$ cat config.mk
export PLATFORM = sky130hd
export DESIGN_NAME = epdma_req_ctrl
export DESIGN_NICKNAME = d
export VERILOG_FILES = /design/src/rtl/epdma_pkg.sv /design/src/rtl/epdma_xfer_detect.sv /design/src/rtl/epdma_burst_ctr.sv /design/src/rtl/epdma_req_fsm.sv /design/src/rtl/epdma_req_ctrl.sv
export SDC_FILE = /design/constraint.sdc
export NUM_CORES = 1
export LEC_CHECK = 0
export ABC_AREA = 1
export BUFFER_PORTS_ARGS = -buffer_cell sky130_fd_sc_hd__buf_2
export CORE_MARGIN = 2
export CORE_UTILIZATION = 40
export CTS_BUF_LIST = sky130_fd_sc_hd__clkbuf_8
export CTS_CLUSTER_SIZE = 16
export DETAILED_ROUTE_END_ITERATION = 10
export PLACE_DENSITY = 0.77
export REMOVE_ABC_BUFFERS = 1
export SKIP_CTS_REPAIR_TIMING = 1
export SYNTH_ARGS = -nofsm -noshare
export SYNTH_HDL_FRONTEND = slang
export SYNTH_HIERARCHICAL = 1
export SYNTH_SLANG_ARGS = --single-unit
export TNS_END_PERCENT = 100
$ cat constraint.sdc
create_clock -name clk -period 1.7 [get_ports clk]
set_input_delay 0.17 -clock clk [delete_from_list [all_inputs] [get_ports clk]]
set_output_delay 0.17 -clock clk [all_outputs]
set_load 0.05 [all_outputs]
$ cat src/rtl/epdma_pkg.sv
package epdma_pkg;

  typedef enum logic [1:0] {
    ST_OFF  = 2'd0,
    ST_WAIT = 2'd1,
    ST_REQ  = 2'd2,
    ST_GAP  = 2'd3
  } req_state_t;

  // Decide whether an acknowledged byte ends the current request window.
  function automatic logic drop_after_byte(input logic burst_mode,
                                           input logic cnt_last,
                                           input logic short_drop);
    return (!burst_mode) || cnt_last || short_drop;
  endfunction

endpackage

$ cat src/rtl/epdma_xfer_detect.sv
module epdma_xfer_detect (
  input  logic clk,
  input  logic rst_n,
  input  logic dack_n,
  input  logic rd_n,
  input  logic wr_n,
  input  logic eot_n,
  input  logic dir_rd,
  input  logic active,
  output logic xfer_on,
  output logic byte_evt,
  output logic eot_qual,
  output logic rd_stb,
  output logic wr_stb,
  output logic ep_main_sel
);

  logic xfer_prev;
  logic dir_strobe;

  assign dir_strobe  = dir_rd ? !rd_n : !wr_n;
  assign xfer_on     = !dack_n && dir_strobe;
  assign byte_evt    = xfer_on && !xfer_prev;
  assign eot_qual    = !eot_n && !dack_n && (!rd_n || !wr_n);
  assign rd_stb      = byte_evt && active && dir_rd;
  assign wr_stb      = byte_evt && active && !dir_rd;
  assign ep_main_sel = !dack_n;

  always_ff @(posedge clk or negedge rst_n) begin
    if (!rst_n) xfer_prev <= 1'b0;
    else        xfer_prev <= xfer_on;
  end

  assert_strobe_exclusive_R11: assert property (@(posedge clk) disable iff (!rst_n)
    $onehot0({rd_stb, wr_stb}));

  assert_strobe_single_pulse_R11: assert property (@(posedge clk) disable iff (!rst_n)
    (rd_stb || wr_stb) |=> !(rd_stb || wr_stb));

endmodule

$ cat src/rtl/epdma_burst_ctr.sv
module epdma_burst_ctr #(
  parameter int CNT_W = 8
) (
  input  logic             clk,
  input  logic             rst_n,
  input  logic             load,
  input  logic             dec,
  input  logic [CNT_W-1:0] len,
  output logic             cnt_last
);

  localparam logic [CNT_W-1:0] ONE = {{(CNT_W-1){1'b0}}, 1'b1};

  function automatic logic [CNT_W-1:0] reload_val(input logic [CNT_W-1:0] l);
    return (l == '0) ? ONE : l;
  endfunction

  logic [CNT_W-1:0] cnt;

  always_ff @(posedge clk or negedge rst_n) begin
    if (!rst_n)    cnt <= '0;
    else if (load) cnt <= reload_val(len);
    else if (dec)  cnt <= cnt - ONE;
  end

  assign cnt_last = (cnt == ONE);

  assert_dec_nonzero_R3: assert property (@(posedge clk) disable iff (!rst_n)
    dec |-> (cnt > ONE));

  assert_zero_len_one_R4: assert property (@(posedge clk) disable iff (!rst_n)
    (load && len == '0) |=> cnt_last);

endmodule

$ cat src/rtl/epdma_req_fsm.sv
module epdma_req_fsm
  import epdma_pkg::*;
(
  input  logic clk,
  input  logic rst_n,
  input  logic go,
  input  logic cond,
  input  logic byte_evt,
  input  logic xfer_on,
  input  logic burst_mode,
  input  logic cnt_last,
  input  logic short_drop,
  input  logic eot_hit,
  output logic req_on,
  output logic load_cnt,
  output logic dec_cnt
);

  req_state_t st, nxt;

  always_comb begin
    nxt      = st;
    load_cnt = 1'b0;
    dec_cnt  = 1'b0;
    if (!go || eot_hit) begin
      nxt = ST_OFF;
    end else begin
      case (st)
        ST_OFF:  nxt = ST_WAIT;
        ST_WAIT: if (cond) begin
                   nxt      = ST_REQ;
                   load_cnt = 1'b1;
                 end
        ST_REQ:  if (byte_evt) begin
                   if (drop_after_byte(burst_mode, cnt_last, short_drop)) nxt = ST_GAP;
                   else dec_cnt = 1'b1;
                 end else if (!cond) begin
                   nxt = ST_WAIT;
                 end
        ST_GAP:  if (!xfer_on) nxt = ST_WAIT;
        default: nxt = ST_OFF;
      endcase
    end
  end

  always_ff @(posedge clk or negedge rst_n) begin
    if (!rst_n) st <= ST_OFF;
    else        st <= nxt;
  end

  assign req_on = (st == ST_REQ);

  assert_single_drops_R2: assert property (@(posedge clk) disable iff (!rst_n)
    (st == ST_REQ && byte_evt && !burst_mode) |=> (st != ST_REQ));

  assert_burst_end_drops_R3: assert property (@(posedge clk) disable iff (!rst_n)
    (st == ST_REQ && byte_evt && cnt_last) |=> (st != ST_REQ));

  assert_short_drops_R6: assert property (@(posedge clk) disable iff (!rst_n)
    (st == ST_REQ && byte_evt && short_drop) |=> (st != ST_REQ));

  assert_req_needs_buffer_R5: assert property (@(posedge clk) disable iff (!rst_n)
    $rose(st == ST_REQ) |-> $past(cond));

endmodule

$ cat src/rtl/epdma_req_ctrl.sv
module epdma_req_ctrl #(
  parameter int CNT_W = 8
) (
  input  logic             clk,
  input  logic             rst_n,
  input  logic             cfg_dma_en,
  input  logic             cfg_dir_rd,
  input  logic             cfg_burst_mode,
  input  logic [CNT_W-1:0] cfg_burst_len,
  input  logic             irq_clr,
  input  logic             dack_n,
  input  logic             rd_n,
  input  logic             wr_n,
  input  logic             eot_n,
  input  logic             buf_full,
  input  logic             buf_not_full,
  input  logic             buf_short_last,
  output logic             dreq,
  output logic             ep_main_sel,
  output logic             done_irq,
  output logic             buf_rd_stb,
  output logic             buf_wr_stb
);

  logic en_q, run_q, irq_q;
  logic active, go, eot_hit, cond, short_drop;
  logic xfer_on, byte_evt, eot_qual;
  logic req_on, load_cnt, dec_cnt, cnt_last;

  assign active     = run_q && cfg_dma_en;
  assign go         = active;
  assign eot_hit    = eot_qual && active;
  assign cond       = cfg_dir_rd ? buf_full : buf_not_full;
  assign short_drop = cfg_dir_rd && buf_short_last;

  always_ff @(posedge clk or negedge rst_n) begin
    if (!rst_n) begin
      en_q  <= 1'b0;
      run_q <= 1'b0;
      irq_q <= 1'b0;
    end else begin
      en_q <= cfg_dma_en;
      if (!cfg_dma_en || eot_hit) run_q <= 1'b0;
      else if (!en_q)             run_q <= 1'b1;
      if (eot_hit)      irq_q <= 1'b1;
      else if (irq_clr) irq_q <= 1'b0;
    end
  end

  epdma_xfer_detect u_detect (
    .clk        (clk),
    .rst_n      (rst_n),
    .dack_n     (dack_n),
    .rd_n       (rd_n),
    .wr_n       (wr_n),
    .eot_n      (eot_n),
    .dir_rd     (cfg_dir_rd),
    .active     (active),
    .xfer_on    (xfer_on),
    .byte_evt   (byte_evt),
    .eot_qual   (eot_qual),
    .rd_stb     (buf_rd_stb),
    .wr_stb     (buf_wr_stb),
    .ep_main_sel(ep_main_sel)
  );

  epdma_burst_ctr #(.CNT_W(CNT_W)) u_ctr (
    .clk     (clk),
    .rst_n   (rst_n),
    .load    (load_cnt),
    .dec     (dec_cnt),
    .len     (cfg_burst_len),
    .cnt_last(cnt_last)
  );

  epdma_req_fsm u_fsm (
    .clk       (clk),
    .rst_n     (rst_n),
    .go        (go),
    .cond      (cond),
    .byte_evt  (byte_evt),
    .xfer_on   (xfer_on),
    .burst_mode(cfg_burst_mode),
    .cnt_last  (cnt_last),
    .short_drop(short_drop),
    .eot_hit   (eot_hit),
    .req_on    (req_on),
    .load_cnt  (load_cnt),
    .dec_cnt   (dec_cnt)
  );

  assign dreq     = req_on && cfg_dma_en;
  assign done_irq = irq_q;

  assert_no_req_disabled_R1: assert property (@(posedge clk) disable iff (!rst_n)
    !cfg_dma_en |-> !dreq);

  assert_eot_stops_R8: assert property (@(posedge clk) disable iff (!rst_n)
    eot_hit |=> (!dreq && done_irq));

  assert_irq_sticky_R9: assert property (@(posedge clk) disable iff (!rst_n)
    (done_irq && !irq_clr) |=> done_irq);

  assert_irq_clear_R9: assert property (@(posedge clk) disable iff (!rst_n)
    (irq_clr && !eot_hit) |=> !done_irq);

endmodule

# --- After elaboration in Yosys (flattened, before gate mapping) ---
# Cells that the tools add are included.
# W data, S select, Z words.
word_totals:
  ff_bits: 14
  input_bits: 21
  out_inout_bits: 5
  word_cells: 69
op_classes:
  add_sub_neg: 1
  eq_ne: 9
  mux: 23
  reduce_logical: 30
ops:
  columns: ["operator", "n"]
  rows:
  - ["$mux W8", 3]
  - ["$mux W1", 13]
  - ["$mux W2", 6]
  - ["$logic_and A1 B1 Y1", 11]
  - ["$logic_not A1 Y1", 9]
  - ["$eq A8 B1 Y1 const B", 1]
  - ["$logic_not A8 Y1", 1]
  - ["$pmux W2 S4", 1]
  - ["$sub A8 B1 Y8 const B", 1]
  - ["$logic_or A1 B1 Y1", 5]
  - ["$eq A2 B2 Y1 const B", 2]
  - ["$ne A4 B2 Y1 const B", 1]
  - ["$ne A4 B4 Y1 const B", 1]
  - ["$reduce_and A4 Y1", 1]
  - ["$reduce_bool A2 Y1", 2]
  - ["$ne A3 B1 Y1 const B", 1]
  - ["$ne A3 B2 Y1 const B", 1]
  - ["$eq A2 B1 Y1 const B", 1]
  - ["$logic_not A2 Y1", 1]
  - ["$ne A2 B1 Y1 const B", 1]

# --- Longest topological paths before layout ---
# Gate-level depths: netlist of run 1.
logic_depth:
  word_depth: 9
  ltp_mapped: 15
  ltp_nobuf: 15

# --- Cells and area by module ---
# Netlist of run 1, hierarchy kept.
modules_own_cells:
  columns: ["module", "n_inst", "cells_per_inst", "area_each_um2", "seq_area_each_um2"]
  rows:
  - ["epdma_burst_ctr", 1, 81, 571.8, 200.2]
  - ["epdma_req_fsm", 1, 50, 304.0, 50.0]
  - ["epdma_req_ctrl", 1, 21, 156.4, 75.1]
  - ["epdma_xfer_detect", 1, 15, 92.6, 25.0]

# --- Least setup slack after synthesis of run 1 ---
# OpenSTA, ideal clock, no wires.
synth_path:
  kind: "input to register"
  from: "input port dack_n"
  to: "register u_ctr.cnt[0]"
  setup_ns: 0.121
  arrival_ns: 1.753
  required_ns: 1.579
  path_slack_ns: -0.174
  stages: 12
  path_buffers: 0
  cell_sequence: "inv_1 -> nand2_1 -> nor3_1 -> nand2_1 -> inv_2 -> nand2_2 -> nor2_1 -> inv_2 -> nor2_8 -> inv_2 -> o21ai_0 -> nor2_1"
synth_between:
  elab_chain_cells: 7
  word_cells_on_any_way: 13
  classes_between: "5 x mux; 8 x reduce/logical"
synth_rtl:
  columns: ["element", "line_no", "rtl"]
  rows:
  - ["start: declaration", "epdma_req_ctrl.sv:11", "input logic dack_n,"]
  - ["$logic_not A1 Y1", "epdma_xfer_detect.sv:22", "assign xfer_on = !dack_n && dir_strobe;"]
  - ["$logic_and A1 B1 Y1", "epdma_xfer_detect.sv:22", null]
  - ["$logic_and A1 B1 Y1", "epdma_xfer_detect.sv:23", "assign byte_evt = xfer_on && !xfer_prev;"]
  - ["net byte_evt", "epdma_req_ctrl.sv:27", "logic xfer_on, byte_evt, eot_qual;"]
  - ["$mux W1", "epdma_req_fsm.sv:34", "ST_REQ: if (byte_evt) begin"]
  - ["$mux W1", "epdma_req_fsm.sv:28", "case (st)"]
  - ["$mux W1", "epdma_req_fsm.sv:25", "if (!go || eot_hit) begin"]
  - ["net dec_cnt", "epdma_req_ctrl.sv:28", "logic req_on, load_cnt, dec_cnt, cnt_last;"]
  - ["$reduce_bool A2 Y1 (no line)", null, null]
  - ["end signal: assignment", "epdma_burst_ctr.sv:22", "else if (load) cnt <= reload_val(len);"]
  - ["end signal: assignment", "epdma_burst_ctr.sv:23", "else if (dec) cnt <= cnt - ONE;"]
  - ["end: declaration", "epdma_burst_ctr.sv:18", "logic [CNT_W-1:0] cnt;"]
# The timed path passes the listed nets, and every way through them passes these cells.
# A chain may end at the register's enable or synchronous reset.

# --- Worst setup path after layout of run 1 ---
layout_path:
  from: "register run_q"
  to: "register u_ctr.cnt[0]"
layout_between:
  elab_chain_cells: 5
  word_cells_on_any_way: 8
  classes_between: "3 x mux; 5 x reduce/logical"
layout_rtl:
  columns: ["element", "line_no", "rtl"]
  rows:
  - ["start: declaration", "epdma_req_ctrl.sv:25", "logic en_q, run_q, irq_q;"]
  - ["start signal: assignment", "epdma_req_ctrl.sv:39", "run_q <= 1'b0;"]
  - ["start signal: assignment", "epdma_req_ctrl.sv:43", "if (!cfg_dma_en || eot_hit) run_q <= 1'b0;"]
  - ["start signal: assignment", "epdma_req_ctrl.sv:44", "else if (!en_q) run_q <= 1'b1;"]
  - ["$logic_and A1 B1 Y1", "epdma_req_ctrl.sv:30", "assign active = run_q && cfg_dma_en;"]
  - ["$logic_and A1 B1 Y1", "epdma_req_ctrl.sv:32", "assign eot_hit = eot_qual && active;"]
  - ["net eot_hit", "epdma_req_ctrl.sv:26", "logic active, go, eot_hit, cond, short_drop;"]
  - ["$logic_or A1 B1 Y1", "epdma_req_fsm.sv:25", null]
  - ["$mux W1", "epdma_req_fsm.sv:25", null]
  - ["net dec_cnt", "epdma_req_ctrl.sv:28", null]
  - ["$reduce_bool A2 Y1 (no line)", null, null]
# The timed path passes the listed nets, and every way through them passes these cells.

==> summary.md, run 1 <==
| Metric | Value |
|---|---|
| Minimum clock period | 1.604 ns |
| Deepest clock path buffer count | 2 |
| Outcome | completed |
| Initial antenna violation count | 0 |
| Most common cell after layout, fill and taps aside | inv_1 |
| F_max | 0.6233 GHz |
| Layout cells sized above 1 | 0.3548 |
| Hold Vio Cnt, Final | 0 |
| Most frequent cells in the layout | 32 x inv_1, 31 x nand2_1, 24 x buf_2, 22 x nor2_1 |
| Finished Core Util | 0.5739 |
| Area added between synthesis and finish | 38.26% |
| Clock share of power | 0.294 |
| Multi-input gate area | roughly 660 µm² |
| Row count | 19 |
| Worst min path class | input pin to flop |
| Critical path, cell by cell | nand2_2, nor2_4, inv_2, nand2_2, buf_6, inv_2, nand2_2, nor2_4, inv_4, nor2_8, inv_2, o21ai_1, nor2_1 |
| Critical path class | flop to flop |
| Slowest CP cell | dfrtp_1 |
| Standby leakage power | 0.8403 nW |
| Place WS | -0.6667 ns |
| Vias in the first global route | 1,023 |
| Reg2reg start | run_q$_DFFE_PN0P_ |
| P_int | 735.9 µW |
| End point of the critical path | u_ctr/cnt[0]$_DFFE_PN0P_ |
| Num Clock Sinks | 14 |
| Worst Setup End Kind | flop |
| Mapped Cells | 167 |
| Antenna viol nets, final | 0 |
| Post-DR wirelength/cell | 10.77 µm |
| RSZ-0062 raised after global routing | true |
| Clock skew | 0.0008261 ns |
| CTS H-tree depth | 1 |
| PwrDens | 709.8 nW/µm² |
| Worst-Skew Late Latency | 0.25 ns |
| Number of remaining DRC errors | 0 |
| Gpl congestion | 0.8664 |
| Ranking of synthesized cells by area | dfrtp_1 31%, inv_1 11%, nand2_1 11% |
| Total power | 1.104 mW |
| Fill count | 274 |
| First-pass GRT wire length | 4222 µm |
| Worst Tran Pin Value | around 0.33 ns |
| Mean post-synth cell area | 6.736 µm² |
| CTS tree | built |
| CTS clock-pin slew for the worst setup and hold paths | approximately 0.06 ns |
| Slowest cell delay on critical path | 0.38 ns |
| Total CTS buffers | 3 |
| Detailed Routing Iterations Pass 1 | 4 |
| Max cap viols | 0 |
| Nets@finish | about 250 |
| Fin Setup TNS | 0 ns |
| Synth cell types | 25 |
| Switch share | 0.3334 |
| Cell taking the most area after synthesis | dfrtp_1 |
| Critical path origin | run_q$_DFFE_PN0P_ |
| Critical Path RT | roughly 1.8 ns |
| Worst slew margin | 0.7770 |
| Peak VDD IR | 0.6423 mV |
| Worst R2R End | u_ctr/cnt[0]$_DFFE_PN0P_ |
| Gr ovfl total | 0 |
| Die Wd | 57.03 µm |
| PortBufs | 25 |
| Initial DRC count | 48 |
| Synth top area share | 0.3115 |
| Worst setup SP type | flop |
| Routed WL | 2672 µm |
| Register area | 350.3 µm² |
| Initial Util | 0.4151 |
| Reg-to-reg slack, setup | 0.1 ns |
| Number of synthesized register bits | 14 |
| ANT cells | 0 |
| Routed vias | around 1,200 |
| Register area share after synthesis | 0.3115 |
| Die area | about 3300 µm² |
| Max FO, Critical Path | 5 |
| Critical Path AT | 1.74 ns |
| Ports | 26 |
| Vias per cell | around 4.8 |
| Sequential power share | 0.366 |
| Sw power | roughly 370 µW |
| Clock root buffer | clkbuf_8 |
| Crit share post-route | 0.9437 |
| Largest net degree at the start of global routing | 15 |
| Final setup viols | 0 |
| YS warnings | 6 |
| Core ar. | 2710 µm² |
| R2r worst-path depth | 13 |
| Pins Over Slew Limit | 0 |
| GRT Util Overall | 0.1690 |
| Post-Syn Area | 1125 µm² |
| Final WS setup | 0.09567 ns |
| Die Ht | ~57 µm |
| Combinational Power Share | 0.340 |
| Final HPWL DP | 2127 µm |
-- how the worst min path moves through the flow --
stage                 start                  endpoint  slack [ns]  depth (start not counted)
floorplan             rst_n      done_irq$_DFFE_PN0P_       -0.13                          0
CTS                   rst_n  u_ctr/cnt[2]$_DFFE_PN0P_       -0.18                          1
global placement      rst_n  u_ctr/cnt[6]$_DFFE_PN0P_        0.08                          1
detailed placement    rst_n  u_ctr/cnt[1]$_DFFE_PN0P_        0.09                          1
finish              irq_clr      done_irq$_DFFE_PN0P_         0.1                          2
global route        irq_clr      done_irq$_DFFE_PN0P_        0.11                          2
-- power by group through the flow --
stage | clock [mW] | sequential (mW) | combinational [mW]
2_1_floorplan | 0 | 0.413 | 0.209
4_1_cts | 0.336 | 0.404 | 0.352
3_5_place_dp | 0 | 0.409 | 0.350
6_report | 0.325 | 0.404 | 0.375
5_1_grt | 0.351 | 0.409 | 0.419
3_3_place_gp | 0 | 0.407 | 0.344
-- cells in the mapped netlist, drive strengths merged --
| master | n |
|---|---|
| o221ai | 1 |
| a211o | 1 |
| o21a | 1 |
| a22oi | 3 |
| ha | 7 |
| o211ai | 2 |
| nand3 | 21 |
| a31oi | 1 |
| inv | 38 |
| a21oi | 3 |
| o21ai | 5 |
| buf | 1 |
| dfrtp | 14 |
| nor2 | 31 |
| nand2 | 35 |
| nor3 | 3 |
-- layout make-up --
| class | instances | share of cell area |
|---|---|---|
| timing repair buffer | 47 | 0.1947 |
| clock buffer | 4 | 0.03540 |
| tap | 31 | 0.02494 |
| inverter | 38 | 0.09332 |
| sequential | 14 | 0.2253 |
| multi-input combinational | 114 | 0.4264 |
-- cell families (layout without fill, tap and decap cells) --
family	Yosys count	after routing	synth area share
compound gates	17	17	0.1001
fa+ha+maj	7	7	0.07786
buf+inv	39	89	0.1335
flops	14	14	0.3115
simple gates	90	90	0.3771
-- per-layer routing --
metal  track usage  vias up  part of all wire
met5             0        -                 0
met4       0.07641        0             0.014
met3       0.04762        4             0.058
met2        0.2857       31              0.50
met1        0.1991      523              0.43
li1              -      622                 -
-- flip-flops by register name, indices dropped and copies added (netlist names) --
signal              flops
done_irq                1
en_q                    1
u_fsm/st                2
u_ctr/cnt               8
u_detect/xfer_prev      1
run_q                   1
-- worst max-delay path, delay by kind of cell (launching register included) --
kind                   cells  cell delay (ns)
and+or+nand+nor            7             0.63
buffers and inverters      5             0.36
AOI/OAI and AO/OA          1             0.12
DFF                        1             0.38
-- per-stage QoR --
step	hold slack (ns)	cell area (µm²)	cells
6_report	0.09581	1555	248
5_1_grt	0.1119	1555	248
2_1_floorplan	-0.1256	1117	166
3_3_place_gp	0.08455	1416	240
3_5_place_dp	0.08860	1416	240
4_1_cts	-0.1809	1471	244
(Power assumes the default switching activity.)
==> run 2, diff against run 1 <==
ABC_AREA = not set   (was 1)
PLACE_DENSITY = 0.78   (was 0.77)
==> run 2 against run 1 <==
  * The run now ends with setup timing left
  * Final cell count fell by 26%
  * Cell area is 10% lower
  * Clock power grew 2%
  * Flip-flop and latch count is the same
  * Global-route usage grew 2.7 points
  * Critical endpoint is now u_ctr/cnt[4]$_DFFE_PN0P_
  * Via count shrank 18%
  * Non-clock buffer count increased by 2
  * Worst setup slack got worse by 0.38 ns
  * Routed wire length decreased by 7.8%
  * Register-to-register slack lost 0.38 ns
  * Area after synthesis down 15%
  * Worst hold slack got worse by 0.017 ns
==> summary.md, run 2 <==
| Metric | Value |
|---|---|
| Outcome | complete, but fails checks |
| Failing checks | setup timing |
| Fin Setup TNS | -1.503 ns (-1.503 ns) |
| Minimum clock period | 1.985 ns (+0.3804 ns) |
| Nets@finish | 184 (-25%) |
| Area added between synthesis and finish | 46.65% |
| Worst min path class | input pin to flop |
| GRT Util Overall | 0.1957 (+0.02666) |
| Worst setup SP type | flop |
| Final instance count without filler cells | 183 (-26%) |
| Initial DRC count | 18 (-63%) |
| Ranking of synthesized cells by area | dfrtp_1 37%, ha_1 9.2%, nand2_1 3.9% |
| Die area | 2787 µm² (-14%) |
| Detailed Routing Iterations Pass 1 | 4 (unchanged) |
| Critical path, cell by cell | ha_2, and4_1, nor4bb_2, and3_4, nor4bb_1, xnor2_1, o21ai_0 |
| Crit share post-route | 1.168 (+0.2238) |
| Reg2reg start | u_ctr/cnt[0]$_DFFE_PN0P_ |
| Fill count | 183 (-33%) |
| Most common cell after layout, fill and taps aside | buf_2 |
| Post-Syn Area | 952.2 µm² (-15%) |
| Mean post-synth cell area | 9.155 µm² (+36%) |
| Routed WL | 2464 µm (-7.8%) |
| Gpl congestion | 0.8583 (-0.93%) |
| Pins Over Slew Limit | 0 (unchanged) |
| Worst Path Buf+Inv | 0 (-5) |
| First-pass GRT wire length | 3933 µm (-6.8%) |
| Total power | 1.136 mW (+2.9%) |
| Worst slew margin | 0.7483 (-0.02872) |
| Max FFs per register | 8 (unchanged) |
| Final WS setup | -0.2848 ns (-0.3804 ns) |
| Core ar. | 2233 µm² (-18%) |
| CTS H-tree depth | 1 (unchanged) |
| Most flops, register | u_ctr/cnt |
| Critical path class | flop to flop |
| Worst-Skew Late Latency | 0.25 ns (about the same) |
| Slowest CP cell | dfrtp_1 |
| Layout cells sized above 1 | 0.4452 (+0.09032) |
| Register area share after synthesis | 0.3679 (+0.05648) |
| Critical path origin | u_ctr/cnt[0]$_DFFE_PN0P_ |
| Post-DR wirelength/cell | 13.46 µm (+25%) |
| Reg-to-reg slack, setup | -0.28 ns (-0.38 ns) |
| YS warnings | 6 (unchanged) |
| Most common cell in the netlist | dfrtp_1 |
| Die Wd | 52.79 µm (-7.4%) |
| Number of synthesized register bits | 14 (unchanged) |
| Placed cells | 175 (-27%) |
| Worst Tran Pin Value | 0.3741 ns (+0.03963 ns) |
| Routed vias | 972 (-18%) |
| Standby leakage power | 0.6838 nW (-19%) |
| Vias per cell | 5.311 (+12%) |
| Final setup viols | 9 (+9) |
| Worst Setup End Kind | flop |
| Number of remaining DRC errors | 0 (unchanged) |
| Initial Util | 0.4263 (+0.01128) |
| CTS clock-pin slew for the worst setup and hold paths | 0.06 ns (about the same) |
| Antenna viol nets, final | 0 (unchanged) |
| Final hold slack | 0.07857 ns (-0.01724 ns) |
| PortBufs | 25 (unchanged) |
| End point of the critical path | u_ctr/cnt[4]$_DFFE_PN0P_ |
| Ys async rst share | 1.000 (unchanged) |
| Max FO, Critical Path | 5 (unchanged) |
| Synth cell types | 41 (+64%) |
| Synth cell count leaders | 14 x dfrtp_1, 10 x nand2_1, 9 x inv_1 |
| Hold Vio Cnt, Final | 0 (unchanged) |
| Peak VDD IR | 0.8056 mV (+25%) |
| Max cap viols | 0 (unchanged) |
| Critical Path RT | 1.83 ns (about the same) |
| Delay-heaviest family, CP | simple AND/OR/NAND/NOR gates |
| Total CTS buffers | 3 (unchanged) |
| Final HPWL DP | 1844 µm (-13%) |
| Worst R2R End | u_ctr/cnt[4]$_DFFE_PN0P_ |
| Initial antenna violation count | 0 (unchanged) |
| Gr ovfl total | 0 (unchanged) |
| Main flop type after synthesis | dfrtp_1 |
| ANT cells | 0 (unchanged) |
| R2r worst-path depth | 7 (-6) |
| Slowest cell delay on critical path | 0.38 ns (about the same) |
| Mapped Cells | 104 (-38%) |
| Clock skew | 0.007453 ns (+0.006626 ns) |
| Die Ht | 52.79 µm (-7.4%) |
| Deepest clock path buffer count | 2 (unchanged) |
| CTS tree | built |
| Vias in the first global route | 966 (-5.6%) |
| Num Clock Sinks | 14 (unchanged) |
| Post-synth EDFFs | 0 (unchanged) |
| Row count | 17 (-2) |
| F_max | 0.5038 GHz (-19%) |
| Cell taking the most area after synthesis | dfrtp_1 |
| Largest regs | u_ctr/cnt x8, u_fsm/st x2 |
| Largest net degree at the start of global routing | 15 (unchanged) |
| Clock root buffer | clkbuf_8 |
| Critical Path AT | 2.12 ns (+0.38 ns) |
| Synth top area share | 0.3679 (+0.05648) |
| RSZ-0062 raised after global routing | true |
| Worst path depth | 7 (-6) |
| Most frequent cells in the layout | 25 x buf_2, 22 x buf_4, 14 x dfrtp_1, 10 x nand2_1, 8 x inv_1 |
| PwrDens | 813.8 nW/µm² (+15%) |
| Ports | 26 (unchanged) |
==> run 2: final cells by class <==
cell class              instances  area (µm²)  area share
multi-input cells              79       610.6      0.4373
well taps                      28       35.03     0.02509
inverters                       9       33.78     0.02419
clock buffers                   4       55.05     0.03943
flip-flops and latches         14       350.3      0.2509
repair buffers                 49       311.5      0.2231
==> run 2: worst min-delay path by stage <==
stage / from / endpoint / slack (ns) / cells past startpoint
2_1_floorplan: rst_n / done_irq$_DFFE_PN0P_ / -0.13 / 0
3_3_place_gp: rst_n / u_ctr/cnt[2]$_DFFE_PN0P_ / 0.08 / 1
3_5_place_dp: rst_n / u_ctr/cnt[3]$_DFFE_PN0P_ / 0.08 / 1
4_1_cts: rst_n / u_ctr/cnt[4]$_DFFE_PN0P_ / -0.19 / 1
5_1_grt: cfg_dma_en / en_q$_DFF_PN0_ / 0.08 / 1
6_report: cfg_dma_en / en_q$_DFF_PN0_ / 0.08 / 1
==> run 2: where the power goes <==
group          switching [mW]  internal [mW]  total (mW)  leakage, nW
logic                   0.188          0.202       0.390        0.477
registers              0.0309          0.385       0.416        0.178
clock network           0.124          0.206       0.330       0.0288
==> run 2: logic make-up after synthesis <==
logic type,synth area share
buf+inv,0.04336
xor+xnor,0.03680
simple gates,0.2930
compound gates,0.1288
fa+ha+maj,0.09198
flops,0.3679
mux,0.03810
==> run 2: through the flow <==
stage               worst slack (ns)  utilization  area [µm²]
finish                       -0.2848       0.6252        1396
global route                 -0.4032       0.6252        1396
CTS                          -0.3175       0.5866        1310
detailed placement           -0.3042       0.5619        1255
global placement             -0.2385       0.5619        1255
floorplan                    -0.3101            -       944.7
==> run 2: per-layer routing <==
layer  part of all wire  up-vias  global-route usage  routed length [µm]
met2               0.54       24              0.3583                1321
li1                   -      474                   -                   -
met3              0.034        8             0.05143                  83
met5                  0        -                   0                   0
met4              0.024        0             0.06838                  59
met1               0.41      466              0.2142                1000
==> run 3, diff against run 2 <==
SYNTH_HIERARCHICAL = not set   (was 1)
==> run 3 against run 2 <==
  * Sequential share of layout area rose by 1.2 points
  * Highest routed layer unchanged
  * Largest cell class unchanged
  * Clock skew down 0.0068 ns
  * Sequential power decreased by 2%
  * The run still ends with setup timing left
  * Worst hold slack better by 0.015 ns
  * Fmax rose by 3.7%
  * Routed wire length is 11% lower
==> summary.md, run 3 <==
| Metric | Value |
|---|---|
| Sequential power share | 0.405 (+0.039) |
| Hold Vio Cnt, Final | 0 (unchanged) |
| Register area share after synthesis | 0.3718 (+0.003909) |
| Ports | 26 (unchanged) |
| Num Clock Sinks | 14 (unchanged) |
| Multi-input gate area | 588.1 µm² (-3.7%) |
| First-pass GRT wire length | 3484 µm (-11%) |
| Placed cells | 164 (-6.3%) |
| Worst slew margin | 0.7753 (+0.02699) |
| PortBufs | 25 (unchanged) |
| Routed vias | 895 (-7.9%) |
| Worst Setup End Kind | flop |
| Slowest CP cell | or3b_4 |
| CTS tree | built |
| Cell taking the most area after synthesis | dfrtp_1 |
| Ranking of synthesized cells by area | dfrtp_1 37%, ha_1 6.6%, nor2_1 5.6% |
| Combinational Power Share | 0.277 (-0.066) |
| WHS Path Cells | 1 (unchanged) |
| Final hold slack | 0.09388 ns (+0.01531 ns) |
| Fin Setup TNS | -1.430 ns (+0.07334 ns) |
| Sink of the worst hold path | en_q$_DFF_PN0_ |
| Synth cell types | 38 (-7.3%) |
| Gpl congestion | 0.7639 (-11%) |
| Vias in the first global route | 863 (-11%) |
| Crit share post-route | 1.126 (-0.04199) |
| Mapped Cells | 98 (-5.8%) |
| Gr ovfl total | 0 (unchanged) |
| Fill count | 204 (+11%) |
| Final HPWL DP | 1718 µm (-6.8%) |
| Reg2reg start | u_fsm.st[0]$_DFFE_PN0P_ |
| Critical path class | flop to flop |
| Largest net degree at the start of global routing | 15 (unchanged) |
| Post-DR wirelength/cell | 12.72 µm (-5.5%) |
| CTS clock-pin slew for the worst setup and hold paths | 0.06 ns (about the same) |
| CTS H-tree depth | 1 (unchanged) |
| Final instance area | 1334 µm² (-4.5%) |
| Core ar. | 2212 µm² (-0.95%) |
| Synth cell count leaders | 14 x dfrtp_1, 14 x nor2_1, 9 x inv_1 |
| Worst Path Buf+Inv | 2 (+2) |
| PwrDens | 754.1 nW/µm² (-7.3%) |
| Largest regs | u_ctr.cnt x8, u_fsm.st x2 |
| Sw power | 274.4 µW (-20%) |
| Most flops, register | u_ctr.cnt |
| YS warnings | 0 (-6) |
| R2r worst-path depth | 8 (+1) |
| GRT Util Overall | 0.1749 (-0.02081) |
| Max FO, Critical Path | 7 (+2) |
| Critical path, cell by cell | inv_1, ha_2, or3b_4, nor4_4, buf_6, nand3_4, mux2i_1, mux2_4 |
| Outcome | complete, but fails checks |
| Die Ht | 52.53 µm (-0.49%) |
| Initial DRC count | 23 (+5) |
| Register area | 350.3 µm² (unchanged) |
| Initial Util | 0.4259 (about the same) |
| Number of synthesized register bits | 14 (unchanged) |
| Worst Tran Pin Value | 0.3328 ns (-0.04125 ns) |
| Synth top area share | 0.3718 (+0.003909) |
| Clock share of power | 0.318 (+0.028) |
| Post-Syn Area | 942.2 µm² (-1.1%) |
| Clock root buffer | clkbuf_8 |
| Placed Area | 1204 µm² (-4.1%) |
| Failing checks | setup timing |
| RSZ-0062 raised after global routing | true |
| Nets@finish | 171 (-7.1%) |
| Final instance count without filler cells | 172 (-6.0%) |
| Reg-to-reg slack, setup | -0.21 ns (+0.07 ns) |
| Critical Path AT | 2.04 ns (-0.08 ns) |
| Most frequent cells in the layout | 23 x buf_2, 18 x buf_4, 14 x nor2_1, 14 x dfrtp_1, 9 x inv_1 |
| Number of remaining DRC errors | 0 (unchanged) |
| Peak VDD IR | 0.5397 mV (-33%) |
| Hold path start | cfg_dma_en |
| Worst min path class | input pin to flop |
| Post-synth EDFFs | 0 (unchanged) |
| Worst-Skew Late Latency | 0.24 ns (about the same) |
| F_max | 0.5226 GHz (+3.7%) |
| Delay-heaviest family, CP | simple AND/OR/NAND/NOR gates |
| Row count | 17 (unchanged) |
| Pins Over Slew Limit | 0 (unchanged) |
| ANT cells | 0 (unchanged) |
| Die Wd | 52.53 µm (-0.49%) |
| Max cap viols | 0 (unchanged) |
| Vias per cell | 5.203 (-2.0%) |
| Worst setup SP type | flop |
| Most common cell after layout, fill and taps aside | buf_2 |
| Antenna viol nets, final | 0 (unchanged) |
| Ys async rst share | 1.000 (unchanged) |
| Main flop type after synthesis | dfrtp_1 |
| Mean post-synth cell area | 9.614 µm² (+5.0%) |
| Switch share | 0.2728 (-0.02961) |
| Minimum clock period | 1.913 ns (-0.07139 ns) |
| Detailed Routing Iterations Pass 1 | 4 (unchanged) |
| Critical Path RT | 1.83 ns (about the same) |
| Slowest cell delay on critical path | 0.40 ns (+0.02 ns) |
| Worst R2R End | u_ctr.cnt[1]$_DFFE_PN0P_ |
| Max FFs per register | 8 (unchanged) |
| Layout cells sized above 1 | 0.4167 (-0.02849) |
| Finished Core Util | 0.6029 (-0.02227) |
| Standby leakage power | 0.6352 nW (-7.1%) |
| P_int | 731.4 µW (-7.7%) |
| Routed WL | 2188 µm (-11%) |
| Die area | 2759 µm² (-0.98%) |
| Area added between synthesis and finish | 41.57% |
| Deepest clock path buffer count | 2 (unchanged) |
| Final setup viols | 10 (+1) |
| Clock skew | 0.0006596 ns (-0.006793 ns) |
| Critical path origin | u_fsm.st[0]$_DFFE_PN0P_ |
| Final WS setup | -0.2134 ns (+0.07139 ns) |
| Total CTS buffers | 3 (unchanged) |
| Initial antenna violation count | 0 (unchanged) |
run 3: cell count changes in the layout (fill, tap and decap cells not counted), sizes merged, moves of 3 or more:
cell   change
a21oi      +6
and3       -4
buf        -6
nand2      -9
nand3      +3
nor2       +7
o21ai      -6
xor2       +4
run 3: cell families after synthesis:
family | count (synthesis) | synth area share
AO/OA/AOI/OAI | 18 | 0.1302
XOR/XNOR | 7 | 0.06507
adder cells (fa/ha/maj) | 5 | 0.06640
buffers and inverters | 10 | 0.03983
flip-flops | 14 | 0.3719
multiplexers | 4 | 0.05445
AND/OR/NAND/NOR | 40 | 0.2723
run 3: metrics by stage:
stage / total power, mW / setup slack [ns]
2_1_floorplan: 0.5532 / -0.8660
4_1_cts: 1.007 / -0.2587
3_5_place_dp: 0.6831 / -0.2199
5_1_grt: 1.060 / -0.2893
6_report: 1.006 / -0.2134
3_3_place_gp: 0.6667 / -0.1789
run 3: worst max path at each step:
stage | end | slack [ns] | depth (start not counted)
2_1_floorplan | buf_rd_stb | -0.87 | 3
3_3_place_gp | u_ctr.cnt[1]$_DFFE_PN0P_ | -0.18 | 8
3_5_place_dp | u_ctr.cnt[1]$_DFFE_PN0P_ | -0.22 | 8
4_1_cts | u_ctr.cnt[1]$_DFFE_PN0P_ | -0.26 | 8
5_1_grt | u_ctr.cnt[1]$_DFFE_PN0P_ | -0.29 | 8
6_report | u_ctr.cnt[1]$_DFFE_PN0P_ | -0.21 | 8
run 3: power by group through the flow:
stage	Sequential (mW)	Combinational [mW]	Clock (mW)
floorplan	0.415	0.139	0
global route	0.414	0.305	0.341
finish	0.407	0.279	0.320
detailed placement	0.412	0.272	0
CTS	0.407	0.274	0.326
global placement	0.408	0.258	0
run 3: cell type report:
type	instances	area share
multi-input cells	74	0.4409
flip-flops and latches	14	0.2627
repair buffers	43	0.2036
clock buffers	4	0.04128
well taps	28	0.02627
inverters	9	0.02533
run 3: layer usage:
| layer | vias to the layer above | part of all wire | GRT usage |
|---|---|---|---|
| met5 | - | 0 | 0 |
| met4 | 0 | 0.011 | 0.06410 |
| met3 | 5 | 0.056 | 0.03429 |
| met2 | 34 | 0.50 | 0.3021 |
| met1 | 415 | 0.44 | 0.2133 |
| li1 | 441 | - | - |
